<file path="src/rtl/dlPkg.sv">
package dlPkg;
  // Control-to-datapath strobes
  typedef struct packed {
    logic capture;  // latch port byte
    logic write;    // write pulse, address steps at the end of it
    logic clear;    // hold write address at zero
  } dlCtrl_t;

  typedef enum logic [1:0] {
    HS_IDLE = 2'd0,
    HS_LEAD = 2'd1,
    HS_ACK  = 2'd2
  } hsState_t;
endpackage

</file>
<file path="src/rtl/dlSync.sv">
module dlSync #(
  parameter int STAGES    = 2,
  parameter bit RESET_VAL = 1'b1
) (
  input  logic clk,
  input  logic rstN,
  input  logic asyncIn,
  output logic syncOut
);
  logic [STAGES-1:0] chain;

  always_ff @(posedge clk) begin
    if (!rstN) chain <= {STAGES{RESET_VAL}};
    else       chain <= {chain[STAGES-2:0], asyncIn};
  end

  assign syncOut = chain[STAGES-1];
endmodule

</file>
<file path="src/rtl/dlCtrl.sv">
module dlCtrl
  import dlPkg::*;
#(
  parameter int BUSY_LEAD = 4,
  parameter int ACK_LEN   = 8
) (
  input  logic    clk,
  input  logic    rstN,
  input  logic    progMode,
  input  logic    strobeSync,
  output dlCtrl_t ctrl,
  output logic    busy,
  output logic    ackN
);
  localparam int MAX_CNT = (BUSY_LEAD > ACK_LEN) ? BUSY_LEAD : ACK_LEN;
  localparam int CNT_W   = $clog2(MAX_CNT + 1);

  hsState_t   state;
  logic [CNT_W-1:0] cnt;
  logic strobePrev;
  logic writeQ;
  logic fallDet;
  logic acceptNow;

  assign fallDet   = strobePrev & ~strobeSync;
  assign acceptNow = fallDet & progMode & (state == HS_IDLE);

  always_ff @(posedge clk) begin
    if (!rstN) begin
      strobePrev <= 1'b1;
      writeQ     <= 1'b0;
    end else begin
      strobePrev <= strobeSync;
      writeQ     <= acceptNow;
    end
  end

  always_ff @(posedge clk) begin
    if (!rstN || !progMode) begin
      state <= HS_IDLE;
      cnt   <= '0;
    end else begin
      unique case (state)
        HS_IDLE: if (acceptNow) begin
          state <= HS_LEAD;
          cnt   <= CNT_W'(BUSY_LEAD - 1);
        end
        HS_LEAD: if (cnt == '0) begin
          state <= HS_ACK;
          cnt   <= CNT_W'(ACK_LEN - 1);
        end else begin
          cnt <= cnt - 1'b1;
        end
        HS_ACK: if (cnt == '0) begin
          state <= HS_IDLE;
        end else begin
          cnt <= cnt - 1'b1;
        end
        default: state <= HS_IDLE;
      endcase
    end
  end

  assign ctrl.capture = acceptNow;
  assign ctrl.write   = writeQ;
  assign ctrl.clear   = ~progMode;
  assign busy = (state != HS_IDLE);
  assign ackN = (state != HS_ACK);

  // Checker: length of the current acknowledge pulse
  logic [CNT_W:0] ackRun;
  always_ff @(posedge clk) begin
    if (!rstN)      ackRun <= '0;
    else if (!ackN) ackRun <= ackRun + 1'b1;
    else            ackRun <= '0;
  end

  a_r5_ack_inside_busy: assert property (@(posedge clk) disable iff (!rstN)
    !ackN |-> busy);
  a_r5_busy_ends_with_ack: assert property (@(posedge clk) disable iff (!rstN)
    ($fell(busy) && $past(progMode)) |-> $rose(ackN));
  a_r5_ack_length: assert property (@(posedge clk) disable iff (!rstN)
    ackRun <= (CNT_W+1)'(ACK_LEN));
  a_r4_write_single: assert property (@(posedge clk) disable iff (!rstN)
    ctrl.write |=> !ctrl.write);
  a_r5_busy_starts_with_write: assert property (@(posedge clk) disable iff (!rstN)
    ($rose(busy) && progMode) |-> ctrl.write);
  a_r8_idle_after_run: assert property (@(posedge clk) disable iff (!rstN)
    !progMode |=> (!busy && ackN));
endmodule

</file>
<file path="src/rtl/dlDatapath.sv">
module dlDatapath
  import dlPkg::*;
#(
  parameter int ADDR_W = 13,
  parameter int DATA_W = 8
) (
  input  logic              clk,
  input  logic              rstN,
  input  dlCtrl_t           ctrl,
  input  logic [DATA_W-1:0] portData,
  output logic [ADDR_W-1:0] wrAddr,
  output logic [DATA_W-1:0] wrData
);
  localparam logic [ADDR_W-1:0] TOP_ADDR = {ADDR_W{1'b1}};

  always_ff @(posedge clk) begin
    if (!rstN || ctrl.clear) wrAddr <= '0;
    else if (ctrl.write)     wrAddr <= wrAddr + 1'b1;
  end

  always_ff @(posedge clk) begin
    if (!rstN)             wrData <= '0;
    else if (ctrl.capture) wrData <= portData;
  end

  a_r3_clear_zero: assert property (@(posedge clk) disable iff (!rstN)
    ctrl.clear |=> (wrAddr == '0));
  a_r4_addr_step: assert property (@(posedge clk) disable iff (!rstN)
    (ctrl.write && !ctrl.clear && wrAddr != TOP_ADDR) |=> (wrAddr == $past(wrAddr) + 1'b1));
  a_r7_addr_wrap: assert property (@(posedge clk) disable iff (!rstN)
    (ctrl.write && !ctrl.clear && wrAddr == TOP_ADDR) |=> (wrAddr == '0));
  a_r6_addr_hold: assert property (@(posedge clk) disable iff (!rstN)
    (!ctrl.write && !ctrl.clear) |=> $stable(wrAddr));
endmodule

</file>
<file path="src/rtl/msgDownloadTop.sv">
module msgDownloadTop
  import dlPkg::*;
#(
  parameter int ADDR_W      = 13,
  parameter int DATA_W      = 8,
  parameter int SYNC_STAGES = 2,
  parameter int BUSY_LEAD   = 4,
  parameter int ACK_LEN     = 8
) (
  input  logic              clk,
  input  logic              rstN,
  input  logic              progMode,
  input  logic              strobeN,
  input  logic [DATA_W-1:0] portData,
  input  logic [ADDR_W-1:0] scanAddr,
  output logic [ADDR_W-1:0] memAddr,
  output logic [DATA_W-1:0] memData,
  output logic              memWrEn,
  output logic              memWrMode,
  output logic              bufEn,
  output logic              scanClkEn,
  output logic              busy,
  output logic              ackN
);
  dlCtrl_t ctrl;
  logic strobeSync;
  logic [ADDR_W-1:0] wrAddr;

  dlSync #(.STAGES(SYNC_STAGES), .RESET_VAL(1'b1)) strobeSync_i (
    .clk(clk), .rstN(rstN), .asyncIn(strobeN), .syncOut(strobeSync));

  dlCtrl #(.BUSY_LEAD(BUSY_LEAD), .ACK_LEN(ACK_LEN)) ctrl_i (
    .clk(clk), .rstN(rstN), .progMode(progMode), .strobeSync(strobeSync),
    .ctrl(ctrl), .busy(busy), .ackN(ackN));

  dlDatapath #(.ADDR_W(ADDR_W), .DATA_W(DATA_W)) dp_i (
    .clk(clk), .rstN(rstN), .ctrl(ctrl), .portData(portData),
    .wrAddr(wrAddr), .wrData(memData));

  assign memAddr   = progMode ? wrAddr : scanAddr;
  assign memWrEn   = ctrl.write & progMode;
  assign memWrMode = progMode;
  assign bufEn     = progMode;
  assign scanClkEn = ~progMode;
endmodule

</file>
<file path="config.mk">
export PLATFORM = sky130hd
export DESIGN_NAME = msgDownloadTop
export DESIGN_NICKNAME = d
export VERILOG_FILES = /design/src/rtl/dlPkg.sv /design/src/rtl/dlSync.sv /design/src/rtl/dlCtrl.sv /design/src/rtl/dlDatapath.sv /design/src/rtl/msgDownloadTop.sv
export SDC_FILE = /design/constraint.sdc
export NUM_CORES = 1
export LEC_CHECK = 0
export BUFFER_PORTS_ARGS = -buffer_cell sky130_fd_sc_hd__buf_2
export CAP_MARGIN = 20
export CORE_UTILIZATION = 54
export DETAILED_ROUTE_END_ITERATION = 16
export HOLD_SLACK_MARGIN = 0.06
export PLACE_DENSITY = 0.86
export SLEW_MARGIN = 20
export SYNTH_ARGS = -nofsm -noshare
export SYNTH_HDL_FRONTEND = slang
export SYNTH_SLANG_ARGS = --single-unit
</file>
<file path="constraint.sdc">
create_clock -name clk -period 3.95 [get_ports clk]
set_input_delay 0.395 -clock clk [delete_from_list [all_inputs] [get_ports clk]]
set_output_delay 0.395 -clock clk [all_outputs]
set_load 0.02 [all_outputs]
</file>
==> After elaboration in Yosys (flattened, before gate mapping) <==
Index checks and enable logic that the tools add are counted.
{ "op_classes": {"eq_ne": 7, "bitwise_logic": 6, "muxes": 9, "n_reduce_logical": 10, "addsub": 2} }
{ "ops": {"columns": ["operator", "n"], "rows": [
  ["$add 13x1->13 const B", 1],
  ["$mux 13", 1],
  ["$mux 4", 3],
  ["$pmux 4 s3", 1],
  ["$mux 2", 3],
  ["$ne 2x1->1 const B", 3],
  ["$pmux 2 s3", 1],
  ["$reduce_and 3->1", 2],
  ["$and 1x1->1", 4],
  ["$logic_not 4->1", 1],
  ["$ne 2x2->1 const B", 2],
  ["$sub 4x1->4 const B", 1],
  ["$reduce_bool 3->1", 1],
  ["$eq 2x1->1 const B", 1],
  ["$eq 2x2->1 const B", 1],
  ["$logic_not 1->1", 2],
  ["$logic_not 2->1", 1],
  ["$logic_or 1x1->1", 2],
  ["$not 1->1", 2],
  ["$reduce_bool 2->1", 1]
]} }
{ "word_totals": {"wordCells": 41, "regBits": 31} }

==> Longest topological paths before layout <==
Gate-level depths: netlist (run 1).
{ "logic_depth": {"ltp_word": 6, "mapped_depth": 7, "depth_no_buf": 6} }

==> Modules after synthesis <==
A second synthesis (run 1) with hierarchy kept.
{ "unflattened": {"hier_cells": 176, "hier_area_um2": 1720.4} }
{ "by_module_without_submodules": {"columns": ["module", "seq_area_each_um2", "cells_per_inst", "n_inst", "area_per_inst_um2"], "rows": [
  ["dlDatapath", 420.4, 93, 1, 907.1],
  ["dlCtrl", 160.2, 60, 1, 526.8],
  ["msgDownloadTop", 0.0, 19, 1, 234.0],
  ["dlSync", 40.0, 4, 1, 52.6]
]} }

==> Worst setup path before layout (run 1) <==
Ideal clock, no wire load.
{ "synth_path": {"path_type": "input port to output port", "start": "input port progMode", "end": "output port memAddr[10]", "stages": 3, "slack_ps": 2304, "n_path_buf": 2, "required_time_ps": 3555, "arrival_time_ps": 1251, "path_cell_list": "buf_6 -> clkbuf_1 -> mux2_2"} }
{ "synth_between": {"elab_chain_cells": 1} }
{ "synth_rtl": {"columns": ["item", "line_no", "rtl"], "rows": [
  ["start, declared", "msgDownloadTop.sv:12", "input logic progMode,"],
  ["$mux 13", "msgDownloadTop.sv:40", "assign memAddr = progMode ? wrAddr : scanAddr;"],
  ["end, declared", "msgDownloadTop.sv:16", "output logic [ADDR_W-1:0] memAddr,"]
]} }
No other way between the ends.

==> Final worst setup path (run 1) <==
{ "layout_path": {"start": "register ctrl_i.cnt[0]", "end": "register ctrl_i.cnt[2]"} }
{ "layout_between": {"elab_chain_cells": 3} }
{ "layout_rtl": {"columns": ["item", "line_no", "rtl"], "rows": [
  ["start, declared", "dlCtrl.sv:19", "logic [CNT_W-1:0] cnt;"],
  ["start signal, assigned", "dlCtrl.sv:46", "cnt <= CNT_W'(BUSY_LEAD - 1);"],
  ["start signal, assigned", "dlCtrl.sv:50", "cnt <= CNT_W'(ACK_LEN - 1);"],
  ["start signal, assigned", "dlCtrl.sv:52", "cnt <= cnt - 1'b1;"],
  ["$sub 4x1->4 or $logic_not 4->1 (tied branches)", null, null],
  ["$mux 4, or another cell as far along", "dlCtrl.sv:54", "HS_ACK: if (cnt == '0) begin"],
  ["$pmux 4 s3 or $reduce_and 3->1 (tied branches)", null, null]
]} }
Several ways; a longest one is shown, not always the timed one. The select of a mux whose other input is x is not followed.
A chain may end at the register's enable or synchronous reset.

==> impl_metrics.env, run 1 <==
export IMPL_cp_end_kind="flop"
export IMPL_finalHoldViolations=0
export IMPL_netlist_instances=178
export IMPL_report_final_slew_viol_count=0
export IMPL_syn_area_per_cell_sq_um=8.89
export IMPL_cts_resized=0
export IMPL_postRouteAntennaNets=0
export IMPL_die_h_um=56.1
export IMPL_swShare_pct=25.8
export IMPL_diodes=0
export IMPL_path_buf_inv=1
export IMPL_powerDensity_nw_per_um2=313
export IMPL_max_stage_delay_ns=0.45
export IMPL_period_share_pct=47.3
export IMPL_synth_xor_area_share_pct=5.53
export IMPL_synth_top_cell_area_share_pct=39.2
export IMPL_wl_per_cell_um=11.3
export IMPL_synth_edf_count=0
export IMPL_pwr_share_clk_pct=31.2
export IMPL_grt_antenna_before_repair=0
export IMPL_cts_hold_buf=0
export IMPL_r2r_setup_slack_ns=2.08
export IMPL_yosys_mux_area_fraction_pct=10.5
export IMPL_drv_cap=0
export IMPL_start_util_pct=57.4
export IMPL_p_seq_share_pct=54.3
export IMPL_r2r_start="ctrl_i.cnt[0]"
export IMPL_ys_seq_elements=31
export IMPL_final_cell_mix="51 x buf_2, 31 x dfxtp_1, 24 x nand2_1, 17 x nor2_1, 13 x mux2_2"
export IMPL_slowest_stage="a221oi_2"
export IMPL_port_buffers=51
export IMPL_yosysUniqueCellTypes=35
export IMPL_syn_num_nets=210
export IMPL_die_w_um=56.1
export IMPL_combPwrFrac_pct=14.4
export IMPL_min_to="strobeSync_i.chain[0]"
export IMPL_fmax_ghz=0.536
export IMPL_place_congestion=0.822
export IMPL_hold_start="strobeN"
export IMPL_rows=19
export IMPL_crit_family="compound AO/OA/AOI/OAI gates"
export IMPL_synth_main_ff_cell="dfxtp_1"
export IMPL_netlist_area_sq_um=1580
export IMPL_async_flop_share_pct=0
export IMPL_drt_wl_total_mm=2.91
export IMPL_cts_max_path_buffers=2
export IMPL_vias=1349
export IMPL_relSlewSlack_pct=56.8
export IMPL_start_kind="flop"
export IMPL_multiInputGateArea_sq_um=871
export IMPL_synth_top_family_by_area="simple AND/OR/NAND/NOR gates"
export IMPL_timing_rr_end="ctrl_i.cnt[2]"
export IMPL_crit_chain="inv_1 > ha_1 > nor3b_1 > a221oi_2 > o21ai_0 > a32o_1"
export IMPL_drive_gt1_share_pct=33.9
export IMPL_seqCellArea_sq_um=621
export IMPL_post_cts_buffers=0
export IMPL_reg2regPathDepth=6
export IMPL_core_area_sq_um=2760
export IMPL_critPathKind="reg -> reg"
export IMPL_status="finished, final reports clean"
export IMPL_whs_ns=0.239
export IMPL_cts_max_level=2
export IMPL_synthAdderAreaFrac_pct=5.53
export IMPL_first_pass_iters=4
export IMPL_critPathArrivalTime_ns=2.09
export IMPL_min_path_type="in -> reg"
export IMPL_grt_max_degree=21
export IMPL_setup_viol=0
export IMPL_clk_pin_slew_ns=0.09
export IMPL_grt_pass1_wl_mm=4.91
export IMPL_fill_cells=232
export IMPL_synth_top_cell_by_area="dfxtp_1"
export IMPL_route_detailed_drc=0
export IMPL_cp_data_required_time_ns=4.17
export IMPL_setup_tns_ns=0
export IMPL_critPathMaxFanout=6
export IMPL_synth_area_top_cells="dfxtp_1 39%, mux2_2 9.2%, nand2_1 5.7%"
export IMPL_cts_sinks=31
export IMPL_cts_buffers=5
export IMPL_p_int_uw=437
export IMPL_yosysSeqAreaShare_pct=39.2
export IMPL_p_leak_uw=0.000806
export IMPL_grt_setup_unrepaired="false"
export IMPL_area_growth_pct=19.0
export IMPL_dp_hpwl_mm=2.15
export IMPL_skew_ns=0.00840
export IMPL_holdPathStages=2
export IMPL_crit_cells=6
export IMPL_fin_nets=259
export IMPL_grt_pass1_vias=1194
export IMPL_viasPerCell=5.23
export IMPL_final_common_cell="buf_2"
export IMPL_irDropWorstVdd_uv=299
export IMPL_tightest_slew_ns=0.646
export IMPL_grtUsageTotal_pct=19.9
export IMPL_period_minus_slack_ns=1.87
export IMPL_cts_tree="done"
export IMPL_drt_initial_drc_count=25
export IMPL_cts_root_buf="clkbuf_4"
export IMPL_ios=52
export IMPL_synthSimpleGateAreaFrac_pct=21.7
export IMPL_power_uw=590
export IMPL_ys_warnings_count=0
export IMPL_worstSkewPairLatency_ns=0.33
export IMPL_gr_total_overflow=0
export IMPL_synth_compound_area_share_pct=11.7
export IMPL_switchingPower_uw=152
export IMPL_die_area_sq_um=3150
[cell families after synthesis]
family / Yosys count
compound gates: 26
mux: 15
flops: 31
fa+ha+maj: 7
xor+xnor: 10
simple gates: 69
buf+inv: 20
[cell type report]
type                       count  share of cell area [%]
multi-input combinational    127                    46.2
sequential                    31                    33.0
timing repair buffer          51                    13.6
clock buffer                   6                    2.72
inverter                      11                    2.19
tap                           31                    2.06
clock inverter                 1                   0.266
[state kept, by name, indices dropped and copies added, names as in the netlist]
name,count
ctrl_i.state,2
strobeSync_i.chain,2
ctrl_i.writeQ,1
ctrl_i.cnt,4
ctrl_i.strobePrev,1
dp_i.wrAddr,13
dp_i.wrData,8
[per-layer routing]
| layer | wire length (um) | vias to the layer above | part of all wire, % | track usage (%) |
|---|---|---|---|---|
| li1 | - | 705 | - | - |
| met1 | 1410 | 595 | 48 | 23.8 |
| met2 | 1290 | 43 | 44 | 32.8 |
| met3 | 168 | 6 | 5.8 | 4.88 |
| met4 | 44 | 0 | 1.5 | 10.5 |
| met5 | 0 | - | 0 | 0 |
[synthesized netlist by cell type, drive strengths merged (3+ instances only)]
library cell and count:
o21ai 5, inv 11, nor3 6, a21boi 9
clkbuf 5, xor2 3, nand2b 3, nor4 3
xnor2 7, nor2 17, nand4 4, ha 7
mux2 13, a21oi 5, nand2 24, buf 4
dfxtp 31
[worst max path at each step]
stage / start / to
final: ctrl_i.cnt[0] / ctrl_i.cnt[2]
after global routing: ctrl_i.cnt[0] / ctrl_i.cnt[2]
after CTS: ctrl_i.cnt[0] / ctrl_i.cnt[2]
after detailed placement: progMode / ctrl_i.cnt[2]
after global placement: progMode / ctrl_i.cnt[2]
after floorplan: progMode / memAddr[10]
[power groups by stage]
stage	Clock, uW	Sequential (uW)	Combinational, uW
final	184	320	85.0
after global placement	0	328	83.9
after detailed placement	0	328	85.1
after floorplan	0	329	58.7
after CTS	188	320	85.5
after global routing	205	321	92.0
[through the flow]
stage	std cells	worst slack, ns	util [%]	cell area, sq um
5_1_grt	258	1.99	68.3	1880
6_report	258	2.08	68.3	1880
2_1_floorplan	178	2.30	-	1580
3_3_place_gp	251	2.07	66.2	1830
4_1_cts	258	2.10	68.3	1880
3_5_place_dp	251	1.98	66.2	1830
(Power assumes the default switching activity.)
==> run 2: changes to the inputs <==
--- a/config.mk
+++ b/config.mk
@@ -5,12 +5,13 @@
 export SDC_FILE = /design/constraint.sdc
 export NUM_CORES = 1
 export LEC_CHECK = 0
+export ABC_AREA = 1
 export BUFFER_PORTS_ARGS = -buffer_cell sky130_fd_sc_hd__buf_2
 export CAP_MARGIN = 20
-export CORE_UTILIZATION = 54
+export CORE_UTILIZATION = 50
 export DETAILED_ROUTE_END_ITERATION = 16
 export HOLD_SLACK_MARGIN = 0.06
-export PLACE_DENSITY = 0.86
+export PLACE_DENSITY = 0.81
 export SLEW_MARGIN = 20
 export SYNTH_ARGS = -nofsm -noshare
 export SYNTH_HDL_FRONTEND = slang
==> constraint.sdc (replaced) <==
create_clock -name clk -period 1.9 [get_ports clk]
set_input_delay 0.19 -clock clk [delete_from_list [all_inputs] [get_ports clk]]
set_output_delay 0.19 -clock clk [all_outputs]
set_load 0.02 [all_outputs]
==> impl_metrics.env, run 2 <==
export IMPL_status="finished, final reports clean"
export IMPL_first_pass_iters=4
export IMPL_worstSkewPairLatency_ns=0.34
export IMPL_utilization_pct=63.6
export IMPL_synth_top_cell_area_share_pct=37.7
export IMPL_yosysUniqueCellTypes=25
export IMPL_die_h_um=59.4
export IMPL_fmax_ghz=0.676
export IMPL_route_detailed_drc=0
export IMPL_report_final_slew_viol_count=0
export IMPL_period_share_pct=77.9
export IMPL_grt_max_degree=25
export IMPL_vias=1624
export IMPL_rows=20
export IMPL_hold_start="rstN"
export IMPL_async_flop_share_pct=0
export IMPL_power_uw=1190
export IMPL_yosysSeqAreaShare_pct=37.7
export IMPL_grtUsageTotal_pct=21.1
export IMPL_largest_registers="dp_i.wrAddr: 13 flops, dp_i.wrData: 8 flops, ctrl_i.cnt: 4 flops"
export IMPL_multiInputGateArea_sq_um=813
export IMPL_clk_pin_slew_ns=0.09
export IMPL_drv_cap=0
export IMPL_setup_tns_ns=0
export IMPL_cts_max_level=2
export IMPL_cts_resized=0
export IMPL_finalHoldViolations=0
export IMPL_die_area_sq_um=3530
export IMPL_dpl_cell_area_sq_um=1900
export IMPL_p_seq_share_pct=56.2
export IMPL_cp_data_required_time_ns=1.71
export IMPL_diodes=0
export IMPL_critPathArrivalTime_ns=1.29
export IMPL_critPathMaxFanout=4
export IMPL_ys_top_cells_by_count="51 x nand2_1, 39 x inv_1, 31 x dfxtp_1"
export IMPL_place_congestion=0.842
export IMPL_drt_initial_drc_count=26
export IMPL_port_buffers=51
export IMPL_syn_num_nets=273
export IMPL_cts_buffers=5
export IMPL_skew_ns=0.00883
export IMPL_synth_area_top_cells="dfxtp_1 38%, nand2_1 12%, inv_1 8.9%"
export IMPL_core_area_sq_um=3080
export IMPL_cts_sinks=31
export IMPL_wl_per_cell_um=10.1
export IMPL_start_kind="flop"
export IMPL_cts_tree="done"
export IMPL_start_util_pct=53.5
export IMPL_pwr_share_clk_pct=30.4
export IMPL_drt_wl_total_mm=3.39
export IMPL_r2r_start="ctrl_i.state[0]"
export IMPL_grt_setup_unrepaired="false"
export IMPL_die_w_um=59.4
export IMPL_grt_pass1_wl_mm=5.46
export IMPL_fin_nets=323
export IMPL_drive_gt1_share_pct=24.0
export IMPL_crit_start="ctrl_i.state[0]"
export IMPL_largest_reg_flops=13
export IMPL_switchingPower_uw=325
export IMPL_area_growth_pct=18.9
export IMPL_ys_seq_elements=31
export IMPL_cp_end_kind="primary output"
export IMPL_powerDensity_nw_per_um2=607
export IMPL_relSlewSlack_pct=61.2
export IMPL_p_leak_uw=0.000924
export IMPL_syn_area_per_cell_sq_um=6.83
export IMPL_cts_root_buf="clkbuf_4"
export IMPL_netlist_instances=241
export IMPL_postRouteAntennaNets=0
export IMPL_cts_max_path_buffers=2
export IMPL_grt_antenna_before_repair=0
export IMPL_synth_main_ff_cell="dfxtp_1"
export IMPL_ios=52
export IMPL_seqCellArea_sq_um=621
export IMPL_swShare_pct=27.3
export IMPL_period_minus_slack_ns=1.48
export IMPL_dp_hpwl_mm=2.58
export IMPL_synth_edf_count=0
export IMPL_combPwrFrac_pct=13.4
export IMPL_final_cell_mix="51 x nand2_1, 51 x buf_2, 39 x inv_1, 31 x dfxtp_1, 27 x o21ai_0"
export IMPL_p_int_uw=864
export IMPL_critPathKind="reg -> out"
export IMPL_tightest_slew_ns=0.581
export IMPL_grt_pass1_vias=1333
export IMPL_irDropWorstVdd_uv=464
export IMPL_largest_register="dp_i.wrAddr"
export IMPL_viasPerCell=4.83
export IMPL_synth_top_cell_by_area="dfxtp_1"
export IMPL_setup_viol=0
export IMPL_min_path_type="in -> reg"
export IMPL_netlist_area_sq_um=1650
export IMPL_synth_most_common_cell="nand2_1"
export IMPL_fin_area_sq_um=1960
export IMPL_gr_total_overflow=0
export IMPL_fill_cells=310
export IMPL_ys_warnings_count=0
## run 2: cell types whose count changed in the layout (fill, tap and decap cells not counted), moves of 9 or more
cell	change
a21oi_1	+14
inv_1	+28
o21ai_0	+22
nand2_1	+27
mux2_2	-13
a21boi_0	-9
## run 2: path summary, 6_finish.rpt
path | to | slack (ns) | cells after the start
worst max-delay path | ackN | 0.42 | 4
worst min-delay path | ctrl_i.strobePrev | 0.13 | 2
worst max register to register | ctrl_i.state[0] | 0.48 | 6
worst min register to register | strobeSync_i.chain[1] | 0.44 | 1
## run 2: layout make-up
cell class	instances	area share (%)
Inverter	41	7.86
Sequential cell	31	31.7
Timing Repair Buffer	52	13.5
Clock buffer	7	2.30
Clock inverter	1	0.256
Tap cell	44	2.81
Multi-Input combinational cell	160	41.5
## run 2: worst max-delay path, cell delays in order (launching register included)
cell and delay [ns]:
dfxtp_1 0.38, inv_1 0.09, ha_1 0.25, inv_1 0.08, buf_2 0.16
## run 2: timing repair
item	CTS	global route
hold buffers	1	0
setup buffers	0	0
endpoints found under the hold margin	1	0
## run 2: cells by family (layout without fill, tap and decap cells)
logic type | Yosys count | count (layout) | share of synthesized area (%)
AND/OR/NAND/NOR | 101 | 101 | 27.8
AO/OA/AOI/OAI | 52 | 52 | 16.3
adder cells (fa/ha/maj) | 7 | 7 | 5.32
buffers and inverters | 50 | 101 | 12.9
flip-flops | 31 | 31 | 37.7
## run 2: power groups by stage
| stage | Combinational [uW] | Sequential, uW | Clock [uW] |
|---|---|---|---|
| finish | 160 | 668 | 361 |
| global route | 180 | 670 | 404 |
| CTS | 161 | 668 | 367 |
| detailed placement | 159 | 683 | 0 |
| global placement | 156 | 683 | 0 |
| floorplan | 100 | 689 | 0 |
## run 2: stage by stage
step	hold slack (ns)	cells	worst slack, ns
after global placement	0.378	327	0.519
after detailed placement	0.388	327	0.472
after CTS	0.128	336	0.409
after global routing	0.136	336	0.264
after floorplan	0.297	241	0.616
final	0.128	336	0.420
## run 2: per-layer routing
metal	up-vias	track usage, %	share of wire (%)
met3	10	6.55	6.9
met2	59	32.9	45
met1	695	25.6	46
li1	860	-	-
met5	-	0	0
met4	0	12.2	2.7
==> run 3: changes to the inputs <==
--- a/config.mk
+++ b/config.mk
@@ -8,10 +8,10 @@
 export ABC_AREA = 1
 export BUFFER_PORTS_ARGS = -buffer_cell sky130_fd_sc_hd__buf_2
 export CAP_MARGIN = 20
-export CORE_UTILIZATION = 50
+export CORE_UTILIZATION = 45
 export DETAILED_ROUTE_END_ITERATION = 16
 export HOLD_SLACK_MARGIN = 0.06
-export PLACE_DENSITY = 0.81
+export PLACE_DENSITY = 0.77
 export SLEW_MARGIN = 20
 export SYNTH_ARGS = -nofsm -noshare
 export SYNTH_HDL_FRONTEND = slang
==> constraint.sdc (replaced) <==
create_clock -name clk -period 1.25 [get_ports clk]
set_input_delay 0.125 -clock clk [delete_from_list [all_inputs] [get_ports clk]]
set_output_delay 0.125 -clock clk [all_outputs]
set_load 0.02 [all_outputs]
==> impl_metrics.env, run 3 (synthesis results as in run 2) <==
export IMPL_first_pass_iters=4
export IMPL_period_minus_slack_ns=1.35
export IMPL_wl_per_cell_um=13.9
export IMPL_fmax_ghz=0.742
export IMPL_use_met2_pct=41.7
export IMPL_report_final_slew_viol_count=0
export IMPL_critPathArrivalTime_ns=1.61
export IMPL_grt_pass1_vias=1697
export IMPL_grtUsageTotal_pct=23.6
export IMPL_period_share_pct=108
export IMPL_combPwrFrac_pct=17.6
export IMPL_p_leak_uw=0.00118
export IMPL_whs_ns=0.0549
export IMPL_cts_buffers=5
export IMPL_die_w_um=62.5
export IMPL_start_util_pct=48.2
export IMPL_drt_wl_total_mm=5.22
export IMPL_grt_pass1_wl_mm=7.18
export IMPL_violations="setup timing"
export IMPL_final_cell_mix="48 x nand2_1, 44 x buf_2, 30 x inv_1, 26 x buf_4, 19 x nor2_1"
export IMPL_place_congestion=0.869
export IMPL_largest_reg_flops=13
export IMPL_grt_setup_unrepaired="true"
export IMPL_p_int_uw=1490
export IMPL_crit_chain="buf_6 > buf_6 > ha_4 > nand3b_4 > inv_4 > nand2_1 > a21oi_1"
export IMPL_dp_hpwl_mm=2.86
export IMPL_largest_register="dp_i.wrAddr"
export IMPL_die_h_um=62.5
export IMPL_finalHoldViolations=0
export IMPL_vias=1902
export IMPL_critPathMaxFanout=5
export IMPL_cts_sinks=31
export IMPL_switchingPower_uw=580
export IMPL_gr_total_overflow=0
export IMPL_cp_end_kind="flop"
export IMPL_skew_ns=0.0161
export IMPL_core_area_sq_um=3420
export IMPL_port_buffers=51
export IMPL_drv_cap=0
export IMPL_largest_registers="dp_i.wrAddr: 13 flops, dp_i.wrData: 8 flops, ctrl_i.cnt: 4 flops"
export IMPL_grtUsageMet3_pct=5.66
export IMPL_viasPerCell=5.05
export IMPL_cts_root_buf="clkbuf_4"
export IMPL_ios=52
export IMPL_swShare_pct=28.0
export IMPL_worstSkewPairLatency_ns=0.35
export IMPL_final_common_cell="nand2_1"
export IMPL_area_growth_pct=58.3
export IMPL_pwr_share_clk_pct=33.6
export IMPL_status="finished, violations left"
export IMPL_setup_viol=6
export IMPL_drive_gt1_share_pct=47.1
export IMPL_met1_usage_pct=26.6
export IMPL_cts_max_level=2
export IMPL_setup_ws_ns=-0.0981
export IMPL_cts_max_path_buffers=2
export IMPL_setup_tns_ns=-0.209
export IMPL_tightest_slew_ns=0.249
export IMPL_rows=21
export IMPL_grt_max_degree=25
export IMPL_crit_top_cell="buf_6"
export IMPL_postRouteAntennaNets=0
export IMPL_grt_busiest_layer="met2"
export IMPL_relSlewSlack_pct=83.3
export IMPL_p_seq_share_pct=48.8
export IMPL_fin_nets=362
export IMPL_irDropWorstVdd_uv=638
export IMPL_route_detailed_drc=0
export IMPL_grt_antenna_before_repair=0
export IMPL_min_path_type="in -> reg"
export IMPL_critPathKind="reg -> reg"
export IMPL_cp_data_required_time_ns=1.51
export IMPL_cts_tree="done"
export IMPL_diodes=0
export IMPL_max_stage_delay_ns=0.35
export IMPL_powerDensity_nw_per_um2=794
export IMPL_start_kind="flop"
export IMPL_die_area_sq_um=3910
export IMPL_slowest_stage="dfxtp_2"
export IMPL_clk_pin_slew_ns=0.11
export IMPL_drt_initial_drc_count=101
==> run 3: cell count changes in the layout (fill, tap and decap cells not counted), sizes merged <==
cell	before	now
clkbuf	7	9
clkinv	1	0
buf	51	83
dlygate4sd3	1	7
==> run 3: through the flow <==
step                      cell area (sq um)  setup WS (ns)  utilization [%]  std cells  total power, uW
after floorplan                        1650        0.00584                -        241             1200
after global placement                 2080        -0.0404             61.0        350             1310
after detailed placement               2080         -0.165             61.0        350             1310
after CTS                              2360        -0.0564             69.1        371             2020
after global routing                   2610         -0.116             76.3        377             2160
final                                  2610        -0.0981             76.3        377             2070
==> run 3: layout make-up <==
cell class | instances | area [sq um]
fill | 233 | 810
inverter | 41 | 166
tap | 46 | 57.6
clock buffer | 8 | 68.8
sequential | 31 | 651
timing repair buffer | 91 | 674
multi-input combinational | 160 | 988
==> run 3: worst max-delay path: cells and delay by family (launching register included) <==
family / cells / cell delay (ns)
and+or+nand+nor: 2 / 0.25
adders and majority gates: 1 / 0.15
AOI/OAI and AO/OA: 1 / 0.19
buffers and inverters: 3 / 0.32
DFF: 1 / 0.35
==> run 3: timing repair <==
action	in CTS	in global routing
gates resized for setup	39	66
pin swaps	3	10
gates cloned	0	1
hold buffers	7	0
setup endpoints to repair	23	29
buffers inserted	6	5
hold endpoints to repair	7	0
==> run 3: per-layer routing <==
metal	vias to the layer above	share of wire, %	wire length [um]
li1	944	-	-
met1	847	39	2030
met2	87	51	2640
met3	24	6.0	313
met4	0	4.6	239
met5	-	0	0
==> run 3: final timing paths <==
kind | startpoint | cells past startpoint | endpoint | slack, ns
worst max-delay path | ctrl_i.state[0] | 7 | ctrl_i.cnt[0] | -0.1
worst min-delay path | portData[2] | 3 | dp_i.wrData[2] | 0.05
worst max register to register | ctrl_i.state[0] | 7 | ctrl_i.cnt[0] | -0.1
worst min register to register | strobeSync_i.chain[0] | 1 | strobeSync_i.chain[1] | 0.41
==> run 3: power by group through the flow <==
| stage | combinational, uW | clock (uW) | sequential, uW |
|---|---|---|---|
| after floorplan | 152 | 0 | 1050 |
| after global placement | 270 | 0 | 1040 |
| after detailed placement | 277 | 0 | 1040 |
| after CTS | 310 | 701 | 1010 |
| after global routing | 390 | 757 | 1010 |
| final | 364 | 696 | 1010 |
